==> src/rtl/irq_pkg.sv <==
package irq_pkg;
  localparam int NUM_CORE_EVT = 16;

  // flag positions that neighbouring logic decodes
  localparam int EV_CARD_CHG   = 0;
  localparam int EV_RSP_ERR    = 1;
  localparam int EV_CMD_DONE   = 2;
  localparam int EV_XFER_END   = 3;
  localparam int EV_TX_REQ     = 4;
  localparam int EV_RX_REQ     = 5;
  localparam int EV_RSP_CRC    = 6;
  localparam int EV_DAT_CRC    = 7;
  localparam int EV_RSP_TMO    = 8;
  localparam int EV_RD_TMO     = 9;
  localparam int EV_STARVE_TMO = 10;
  localparam int EV_FIFO_RUN   = 11;
  localparam int EV_LOCK_ERR   = 12;
  localparam int EV_START_BIT  = 13;
  localparam int EV_AUTO_STOP  = 14;
  localparam int EV_END_BIT    = 15;

  localparam logic [NUM_CORE_EVT-1:0] GRP_CMD_ERR =
    NUM_CORE_EVT'((1 << EV_RSP_ERR) | (1 << EV_RSP_CRC) | (1 << EV_RSP_TMO) | (1 << EV_LOCK_ERR));
  localparam logic [NUM_CORE_EVT-1:0] GRP_DAT_ERR =
    NUM_CORE_EVT'((1 << EV_DAT_CRC) | (1 << EV_RD_TMO) | (1 << EV_FIFO_RUN) |
                  (1 << EV_LOCK_ERR) | (1 << EV_START_BIT) | (1 << EV_END_BIT));
  localparam logic [NUM_CORE_EVT-1:0] GRP_RD_END =
    NUM_CORE_EVT'((1 << EV_XFER_END) | (1 << EV_RX_REQ) | (1 << EV_STARVE_TMO));
  localparam logic [NUM_CORE_EVT-1:0] GRP_WR_END =
    NUM_CORE_EVT'((1 << EV_XFER_END) | (1 << EV_TX_REQ) | (1 << EV_STARVE_TMO));

  // register word addresses
  localparam int ADR_CTRL   = 0;
  localparam int ADR_MASK   = 1;
  localparam int ADR_MASKED = 2;
  localparam int ADR_RAW    = 3;

  localparam int CTRL_EN_BIT = 4;
endpackage

==> src/rtl/irq_raw_status.sv <==
module irq_raw_status #(
  parameter int W = 20
) (
  input  logic         clk,
  input  logic         rst,
  input  logic [W-1:0] set_i,
  input  logic [W-1:0] clr_i,
  output logic [W-1:0] flags_o
);
  logic [W-1:0] q;

  for (genvar i = 0; i < W; i++) begin : g_flag
    always_ff @(posedge clk) begin
      if (rst)           q[i] <= 1'b0;
      else if (set_i[i]) q[i] <= 1'b1;   // a new event beats a same-cycle clear
      else if (clr_i[i]) q[i] <= 1'b0;
    end
  end

  assign flags_o = q;
endmodule

==> src/rtl/irq_gate.sv <==
module irq_gate #(
  parameter int W = 20
) (
  input  logic         clk,
  input  logic         rst,
  input  logic [W-1:0] flags_i,
  input  logic [W-1:0] mask_i,
  input  logic         en_i,
  output logic [W-1:0] masked_o,
  output logic         irq_o
);
  logic irq_q;

  assign masked_o = flags_i & mask_i;

  always_ff @(posedge clk) begin
    if (rst) irq_q <= 1'b0;
    else     irq_q <= en_i & (|masked_o);
  end

  assign irq_o = irq_q;
endmodule

==> src/rtl/irq_regfile.sv <==
module irq_regfile
  import irq_pkg::*;
#(
  parameter int W      = 20,
  parameter int DATA_W = 32,
  parameter int ADDR_W = 2
) (
  input  logic              clk,
  input  logic              rst,
  input  logic [ADDR_W-1:0] reg_addr,
  input  logic              reg_wr,
  input  logic [DATA_W-1:0] reg_wdata,
  output logic [DATA_W-1:0] reg_rdata,
  input  logic [W-1:0]      flags_i,
  input  logic [W-1:0]      masked_i,
  output logic [W-1:0]      mask_o,
  output logic              en_o,
  output logic [W-1:0]      clr_o
);
  localparam int PAD_W = DATA_W - W;

  logic [W-1:0]      mask_q;
  logic              en_q;
  logic [DATA_W-1:0] rd_nxt, rd_q;
  logic              sel_ctrl, sel_mask, sel_masked, sel_raw;
  logic              unused_wd_hi;

  assign sel_ctrl   = (reg_addr == ADDR_W'(ADR_CTRL));
  assign sel_mask   = (reg_addr == ADDR_W'(ADR_MASK));
  assign sel_masked = (reg_addr == ADDR_W'(ADR_MASKED));
  assign sel_raw    = (reg_addr == ADDR_W'(ADR_RAW));

  assign unused_wd_hi = ^reg_wdata[DATA_W-1:W];

  always_ff @(posedge clk) begin
    if (rst) begin
      mask_q <= '0;
      en_q   <= 1'b0;
    end else if (reg_wr) begin
      if (sel_ctrl) en_q   <= reg_wdata[CTRL_EN_BIT];
      if (sel_mask) mask_q <= reg_wdata[W-1:0];
    end
  end

  assign clr_o = (reg_wr && sel_raw) ? reg_wdata[W-1:0] : '0;

  always_comb begin
    rd_nxt = '0;
    if (sel_ctrl)   rd_nxt[CTRL_EN_BIT] = en_q;
    if (sel_mask)   rd_nxt = {{PAD_W{1'b0}}, mask_q};
    if (sel_masked) rd_nxt = {{PAD_W{1'b0}}, masked_i};
    if (sel_raw)    rd_nxt = {{PAD_W{1'b0}}, flags_i};
  end

  always_ff @(posedge clk) begin
    if (rst) rd_q <= '0;
    else     rd_q <= rd_nxt;
  end

  assign reg_rdata = rd_q;
  assign mask_o    = mask_q;
  assign en_o      = en_q;
endmodule

==> src/rtl/irq_hub.sv <==
module irq_hub
  import irq_pkg::*;
#(
  parameter int NUM_CARD_IRQ = 4,
  parameter int DATA_W       = 32,
  parameter int ADDR_W       = 2,
  localparam int STAT_W      = NUM_CORE_EVT + NUM_CARD_IRQ
) (
  input  logic              clk,
  input  logic              rst,
  input  logic [ADDR_W-1:0] reg_addr,
  input  logic              reg_wr,
  input  logic [DATA_W-1:0] reg_wdata,
  output logic [DATA_W-1:0] reg_rdata,
  input  logic [STAT_W-1:0] evt,
  output logic              irq,
  output logic              grp_cmd_err,
  output logic              grp_dat_err,
  output logic              grp_rd_end,
  output logic              grp_wr_end
);
  logic [STAT_W-1:0] raw_q, mask_q, masked, clr_vec;
  logic              glob_en;

  irq_raw_status #(.W(STAT_W)) u_raw (
    .clk(clk), .rst(rst), .set_i(evt), .clr_i(clr_vec), .flags_o(raw_q)
  );

  irq_gate #(.W(STAT_W)) u_gate (
    .clk(clk), .rst(rst), .flags_i(raw_q), .mask_i(mask_q), .en_i(glob_en),
    .masked_o(masked), .irq_o(irq)
  );

  irq_regfile #(.W(STAT_W), .DATA_W(DATA_W), .ADDR_W(ADDR_W)) u_regs (
    .clk(clk), .rst(rst), .reg_addr(reg_addr), .reg_wr(reg_wr),
    .reg_wdata(reg_wdata), .reg_rdata(reg_rdata), .flags_i(raw_q),
    .masked_i(masked), .mask_o(mask_q), .en_o(glob_en), .clr_o(clr_vec)
  );

  assign grp_cmd_err = |(raw_q & STAT_W'(GRP_CMD_ERR));
  assign grp_dat_err = |(raw_q & STAT_W'(GRP_DAT_ERR));
  assign grp_rd_end  = |(raw_q & STAT_W'(GRP_RD_END));
  assign grp_wr_end  = |(raw_q & STAT_W'(GRP_WR_END));
endmodule

==> config.mk <==
export PLATFORM = sky130hd
export DESIGN_NAME = irq_hub
export DESIGN_NICKNAME = d
export VERILOG_FILES = /design/src/rtl/irq_pkg.sv /design/src/rtl/irq_raw_status.sv /design/src/rtl/irq_gate.sv /design/src/rtl/irq_regfile.sv /design/src/rtl/irq_hub.sv
export SDC_FILE = /design/constraint.sdc
export NUM_CORES = 1
export LEC_CHECK = 0
export BUFFER_PORTS_ARGS = -buffer_cell sky130_fd_sc_hd__buf_2
export CAP_MARGIN = 20
export CORE_ASPECT_RATIO = 1.1
export CORE_UTILIZATION = 51
export CTS_BUF_LIST = sky130_fd_sc_hd__clkbuf_4 sky130_fd_sc_hd__clkbuf_8
export DETAILED_ROUTE_END_ITERATION = 12
export MAX_ROUTING_LAYER = met4
export PLACE_DENSITY = 0.81
export SYNTH_ARGS = -nofsm -noshare
export SYNTH_HDL_FRONTEND = slang
export SYNTH_SLANG_ARGS = --single-unit
==> constraint.sdc <==
create_clock -name clk -period 1.17 [get_ports clk]
set_input_delay 0.117 -clock clk [delete_from_list [all_inputs] [get_ports clk]]
set_output_delay 0.117 -clock clk [all_outputs]
set_load 0.02 [all_outputs]
==> reports/qor.csv, run 1 <==
metric,value,unit
status,"finished, violations left",
violations in the final reports,setup timing,
# rows,26,
"slowest stage delay, CP",0.51,ns
clock slew at reported path FFs,0.07,ns
Buffers on Ports,69,
worst-path cell chain,or4_4 > buf_6,
Max Cap Violations,0,
combined area of the multi-input logic cells,1206,sq um
Pre-antenna DRT Iters,4,
RSZ-0062 raised after global routing,yes,
IO Count,94,
CTS tree,built,
CP required,1.05,ns
Pins Over Slew Limit,0,
dpl hpwl,4464,um
final setup vio count,5,
Final WS setup,-0.2832,ns
DR vias,2539,
largest net degree at the start of global routing,26,
CP Launch Type,flip-flop,
Iter 0 DRT Violations,156,
Register Area,1256,sq um
post-synth top area cell,dfxtp_1,
Leak,1.580,nW
core area,4782,sq um
Min-Delay Path Class,input port to flip-flop,
CP arrival,1.34,ns
Final Hold Vio Count,0,
Layout area overhead,33.70,%
post-synthesis sequential area ratio,0.4742,
fill count,350,
Mapped Cells,309,
Initial Utilization,0.5474,
final hold slack,0.003642,ns
average routed wire per standard cell,14.37,um
end of the critical path,grp_cmd_err,
"Max FO, Critical Path",3,
Synth area leaders,"dfxtp_1 47%, nand2_1 9.5%, a21oi_1 7.3%",
initial antenna violation count,0,
clock buffer depth,2,
Post-synth top flop,dfxtp_1,
antenna fix cells,0,
"EDFF count, synth",0,
WP buf/inv,1,
die area,5423,sq um
DIE HEIGHT,77.14,um
H-tree Lvls,3,
reg2reg end,u_gate.irq_o,
fmax,688.1,MHz
synthesized flop and latch total,62,
flop-to-flop setup slack,-0.01,ns
Crit Reg-Reg Startpoint,u_regs.mask_o[13],
Worst setup EP type,output pin,
die width,70.31,um
Period minus WS final,1.453,ns
cell area after synthesis,2618,sq um
Clock Tree Root,clkbuf_8,
Worst-Skew Late Latency,0.34,ns
post-DR vias/cell,5.391,
gp weighted congestion,0.8683,
Tot Pwr,4.899,mW
Worst Setup Path Type,flip-flop to output pin,
"IR drop worst, VDD",0.7562,mV
Post-route DRC,0,
Final Non-Filler Cells,471,
Critical Path Stages,2,
Synth async-reset ratio,0,
vias in the first global route,2274,
yosys synthesis warning count,0,
top-count cell post-synth,nand2_1,
DRT Wirelength,6770,um
nets@finish,467,
first-pass GRT wire length,10700,um
CTS Buf Count,9,
Post-Place Cells,435,
Crit path max-delay family,simple AND/OR/NAND/NOR gates,
Cell variety after synth,30,
share of cells above drive strength 1,0.3398,
clk_skew,0.004433,ns
final period utilization,1.242,
Post-synth top cells,"66 x nand2_1, 62 x dfxtp_1, 38 x a21oi_1, 38 x nor2_1",
Routed Antenna Nets,0,
CP max stage cell,or4_4,
Crit. Startpoint,u_raw.flags_o[1],
Reg2Reg Depth,4,
GRT overflow,0,
share of the synthesized area in the top cell type,0.4742,
GRT Total Usage,0.2579,
pwr/cell area,1400,nW/um^2
CTS Sinks,62,
syn_area_per_cell,8.471,sq um
-- area by class of cell --
type | instances | area share
clock buffer | 12 | 0.04541
clock inverter | 4 | 0.01287
inverter | 2 | 0.002145
multi-input combinational | 223 | 0.3447
sequential | 62 | 0.3590
tap | 56 | 0.02002
timing repair buffer | 112 | 0.2159
-- state kept, by name, indices dropped and copies added, names as in the netlist --
register          count
u_regs.en_o           1
u_regs.reg_rdata     20
u_raw.flags_o        20
u_regs.mask_o        20
u_gate.irq_o          1
-- metrics by stage --
step	area [sq um]	utilization	setup TNS (ns)	setup WS, ns
2_1_floorplan	2659	-	0	0.09417
3_3_place_gp	3029	0.6334	0	0.01402
3_5_place_dp	3029	0.6334	-0.05772	-0.05772
4_1_cts	3490	0.7297	-0.7140	-0.2866
5_1_grt	3500	0.7318	-0.8272	-0.3063
6_report	3500	0.7318	-0.7272	-0.2832
-- cell usage in the layout, fill, tap and decap left out, drive strengths merged, types with 2 or more instances in the layout --
| cell | n |
|---|---|
| clkinv | 3 |
| inv | 2 |
| o21ai | 3 |
| nor2 | 38 |
| and3 | 2 |
| and2 | 5 |
| a22oi | 13 |
| a21oi | 47 |
| dfxtp | 62 |
| clkbuf | 12 |
| dlygate4sd3 | 15 |
| nand2 | 67 |
| buf | 97 |
| or3 | 2 |
| a22o | 5 |
| a21o | 13 |
| o211ai | 3 |
| a221oi | 5 |
| conb | 12 |
-- worst min path at each step --
stage,start,endpoint,depth (start not counted)
floorplan,evt[0],u_raw.flags_o[0],2
global placement,evt[11],u_raw.flags_o[11],3
detailed placement,evt[0],u_raw.flags_o[0],3
CTS,evt[11],u_raw.flags_o[11],3
global route,rst,u_regs.reg_rdata[4],2
finish,evt[1],u_raw.flags_o[1],3
-- layer usage --
metal / up-vias / GRT usage / part of all wire
li1: 1229 / - / -
met2: 102 / 0.4314 / 0.51
met1: 1198 / 0.2993 / 0.41
met4: 0 / 0.1140 / 0.011
met3: 10 / 0.04731 / 0.065
met5: - / - / 0
-- where the power goes --
group	internal (mW)	leakage, nW	switching (mW)
Combinational	0.327	0.959	0.370
Clock	1.11	0.110	0.804
Sequential	2.21	0.512	0.0758
-- what timing repair did --
item / in CTS / in global routing
pin swaps: 4 / 4
gates resized for setup: 23 / 2
setup endpoints to repair: 5 / 5
hold endpoints to repair: 15 / 0
setup buffers: 4 / 1
hold buffers: 15 / 0
-- tightest hold or removal path, stage by stage --
cell,delay (ns)
buf_2,0.09
a21oi_1,0.03
nor2_1,0.07
-- kinds of logic (layout without fill, tap and decap cells) --
kind of cell              after synthesis  in the layout  share of synthesized area
and+or+nand+nor                       119            119                     0.1912
AOI/OAI and AO/OA                      91             91                     0.2342
DFF                                    62             62                     0.4742
buffers and inverters                  35            130                    0.09561
other                                   1             12                   0.001433
xor gates and xnor gates                1              1                   0.003347
(Power assumes the default switching activity.)
==> run 2, diff against run 1 <==
Settings changed: CORE_UTILIZATION 51 to 49, CTS_BUF_LIST sky130_fd_sc_hd__clkbuf_4 sky130_fd_sc_hd__clkbuf_8 to not set, PLACE_DENSITY 0.81 to 0.78.
==> run 2 against run 1 <==
  * The flow still finishes with violations (setup timing)
  * Routed wire length fell by 3.3%
  * Final area rose by 1.9%
  * Via count shrank 1.4%
  * Cell count grew 1.7%
  * Flip-flop and latch count did not move
  * Highest routed layer unchanged
==> reports/qor.csv, run 2 (same netlist as run 1, synthesis figures left out) <==
metric,value,unit
Iter 0 DRT Violations,154,
Pre-antenna DRT Iters,4,
share of cells above drive strength 1,0.3468,
combinational fraction of design power,0.141,
largest net degree at the start of global routing,23,
clk_skew,0.005929,ns
"Max FO, Critical Path",2,
post-DR vias/cell,5.228,
Worst Setup Path Type,flip-flop to output pin,
CTS Sinks,62,
Post-DP Area,3027,sq um
core area,5067,sq um
Max Cap Violations,0,
Worst setup EP type,output pin,
Reg power frac,0.459,
Buffers on Ports,69,
"commonest cells after routing, fill and taps aside","66 x nand2_1, 65 x buf_2, 52 x dfxtp_1",
DR vias,2504,
dpl hpwl,4234,um
Post-route DRC,0,
initial antenna violation count,0,
Layout area overhead,36.28,%
Routed Antenna Nets,0,
Leak,1.607,nW
# rows,27,
CP Launch Type,flip-flop,
GRT Total Usage,0.2522,
pwr/cell area,1398,nW/um^2
Clock Tree Root,clkbuf_8,
average routed wire per standard cell,13.67,um
CTS tree,built,
Worst-Skew Late Latency,0.34,ns
first-pass GRT wire length,10490,um
Pins Over Slew Limit,0,
CTS Buf Count,9,
"commonest non-fill, non-tap cell in the layout",nand2_1,
GRT overflow,0,
violations in the final reports,setup timing,
status,"finished, violations left",
cell area after layout,3567,sq um
final setup vio count,5,
CP required,1.05,ns
die width,71.69,um
Min-Delay Path Class,input port to flip-flop,
internal power,3.766,mW
CP arrival,1.34,ns
final period utilization,1.242,
Initial Utilization,0.5165,
fin util,0.7040,
Tot Pwr,4.987,mW
fmax,687.9,MHz
gp weighted congestion,0.8011,
vias in the first global route,2289,
clock buffer depth,2,
nets@finish,473,
switch share,0.2450,
H-tree Lvls,3,
Final Hold Vio Count,0,
DIE HEIGHT,78.66,um
clock slew at reported path FFs,0.07,ns
Period minus WS final,1.454,ns
IO Count,94,
NetSw,1.222,mW
die area,5638,sq um
RSZ-0062 raised after global routing,yes,
Final WS setup,-0.2836,ns
"IR drop worst, VDD",0.7120,mV
DRT Wirelength,6548,um
clock share of power,0.400,
antenna fix cells,0,
==> run 2: changes by cell type in the layout (fill, tap and decap cells not counted), sizes merged <==
cell         before  now
buf              97  100
clkinv            3    0
dlygate4sd3      15   18
clkbuf           12   14
clkinvlp          0    1
==> run 2: power groups by stage <==
stage / combinational [mW] / sequential [mW] / clock, mW
6_report: 0.703 / 2.29 / 2.00
5_1_grt: 0.769 / 2.30 / 2.12
4_1_cts: 0.690 / 2.28 / 2.02
3_5_place_dp: 0.588 / 2.33 / 0
3_3_place_gp: 0.579 / 2.32 / 0
2_1_floorplan: 0.374 / 2.34 / 0
==> run 2: repair_timing <==
item                                   CTS  global route
pin swaps                                4             1
resized for setup                       23             5
setup endpoints to repair                5             5
setup buffers                            7             0
endpoints found under the hold margin   18             0
cloned                                   0             0
hold buffers                            18             0
==> run 2: worst max-delay path, cell delays in order, from the launching register on <==
cell and delay (ns):
dfxtp_2 0.33, or4_4 0.51, buf_6 0.15
==> run 2: final timing paths <==
check,startpoint,end,slack (ns),cells after the start
worst min-delay path,evt[1],u_raw.flags_o[1],0.02,3
worst max register to register,u_raw.flags_o[13],u_gate.irq_o,-0.03,4
worst min register to register,u_regs.mask_o[14],u_regs.mask_o[14],0.47,2
worst max-delay path,u_raw.flags_o[1],grp_cmd_err,-0.28,2
==> run 2: final cells by class <==
class,count,area (sq um)
Tap cell,58,72.57
Clock inverter,2,37.54
Fill cell,384,1500
Sequential cell,62,1259
Multi-Input combinational cell,223,1212
Clock buffer,14,182.7
Timing Repair Buffer,118,795.8
Inverter,2,7.507
==> run 2: stage by stage <==
| stage | worst slack (ns) | TNS [ns] | instances | hold slack, ns |
|---|---|---|---|---|
| floorplan | 0.09417 | 0 | 320 | 0.2344 |
| global placement | -0.02039 | -0.02039 | 438 | 0.3199 |
| detailed placement | -0.05398 | -0.05398 | 438 | 0.3276 |
| CTS | -0.2926 | -0.7373 | 479 | 0.008604 |
| global route | -0.3158 | -0.9248 | 479 | 0.02234 |
| finish | -0.2836 | -0.7509 | 479 | 0.02444 |
==> run 2: per-layer routing <==
metal,part of all wire,track usage
met5,0,-
met4,0.032,0.1314
met3,0.067,0.06804
met2,0.48,0.3915
met1,0.42,0.2984
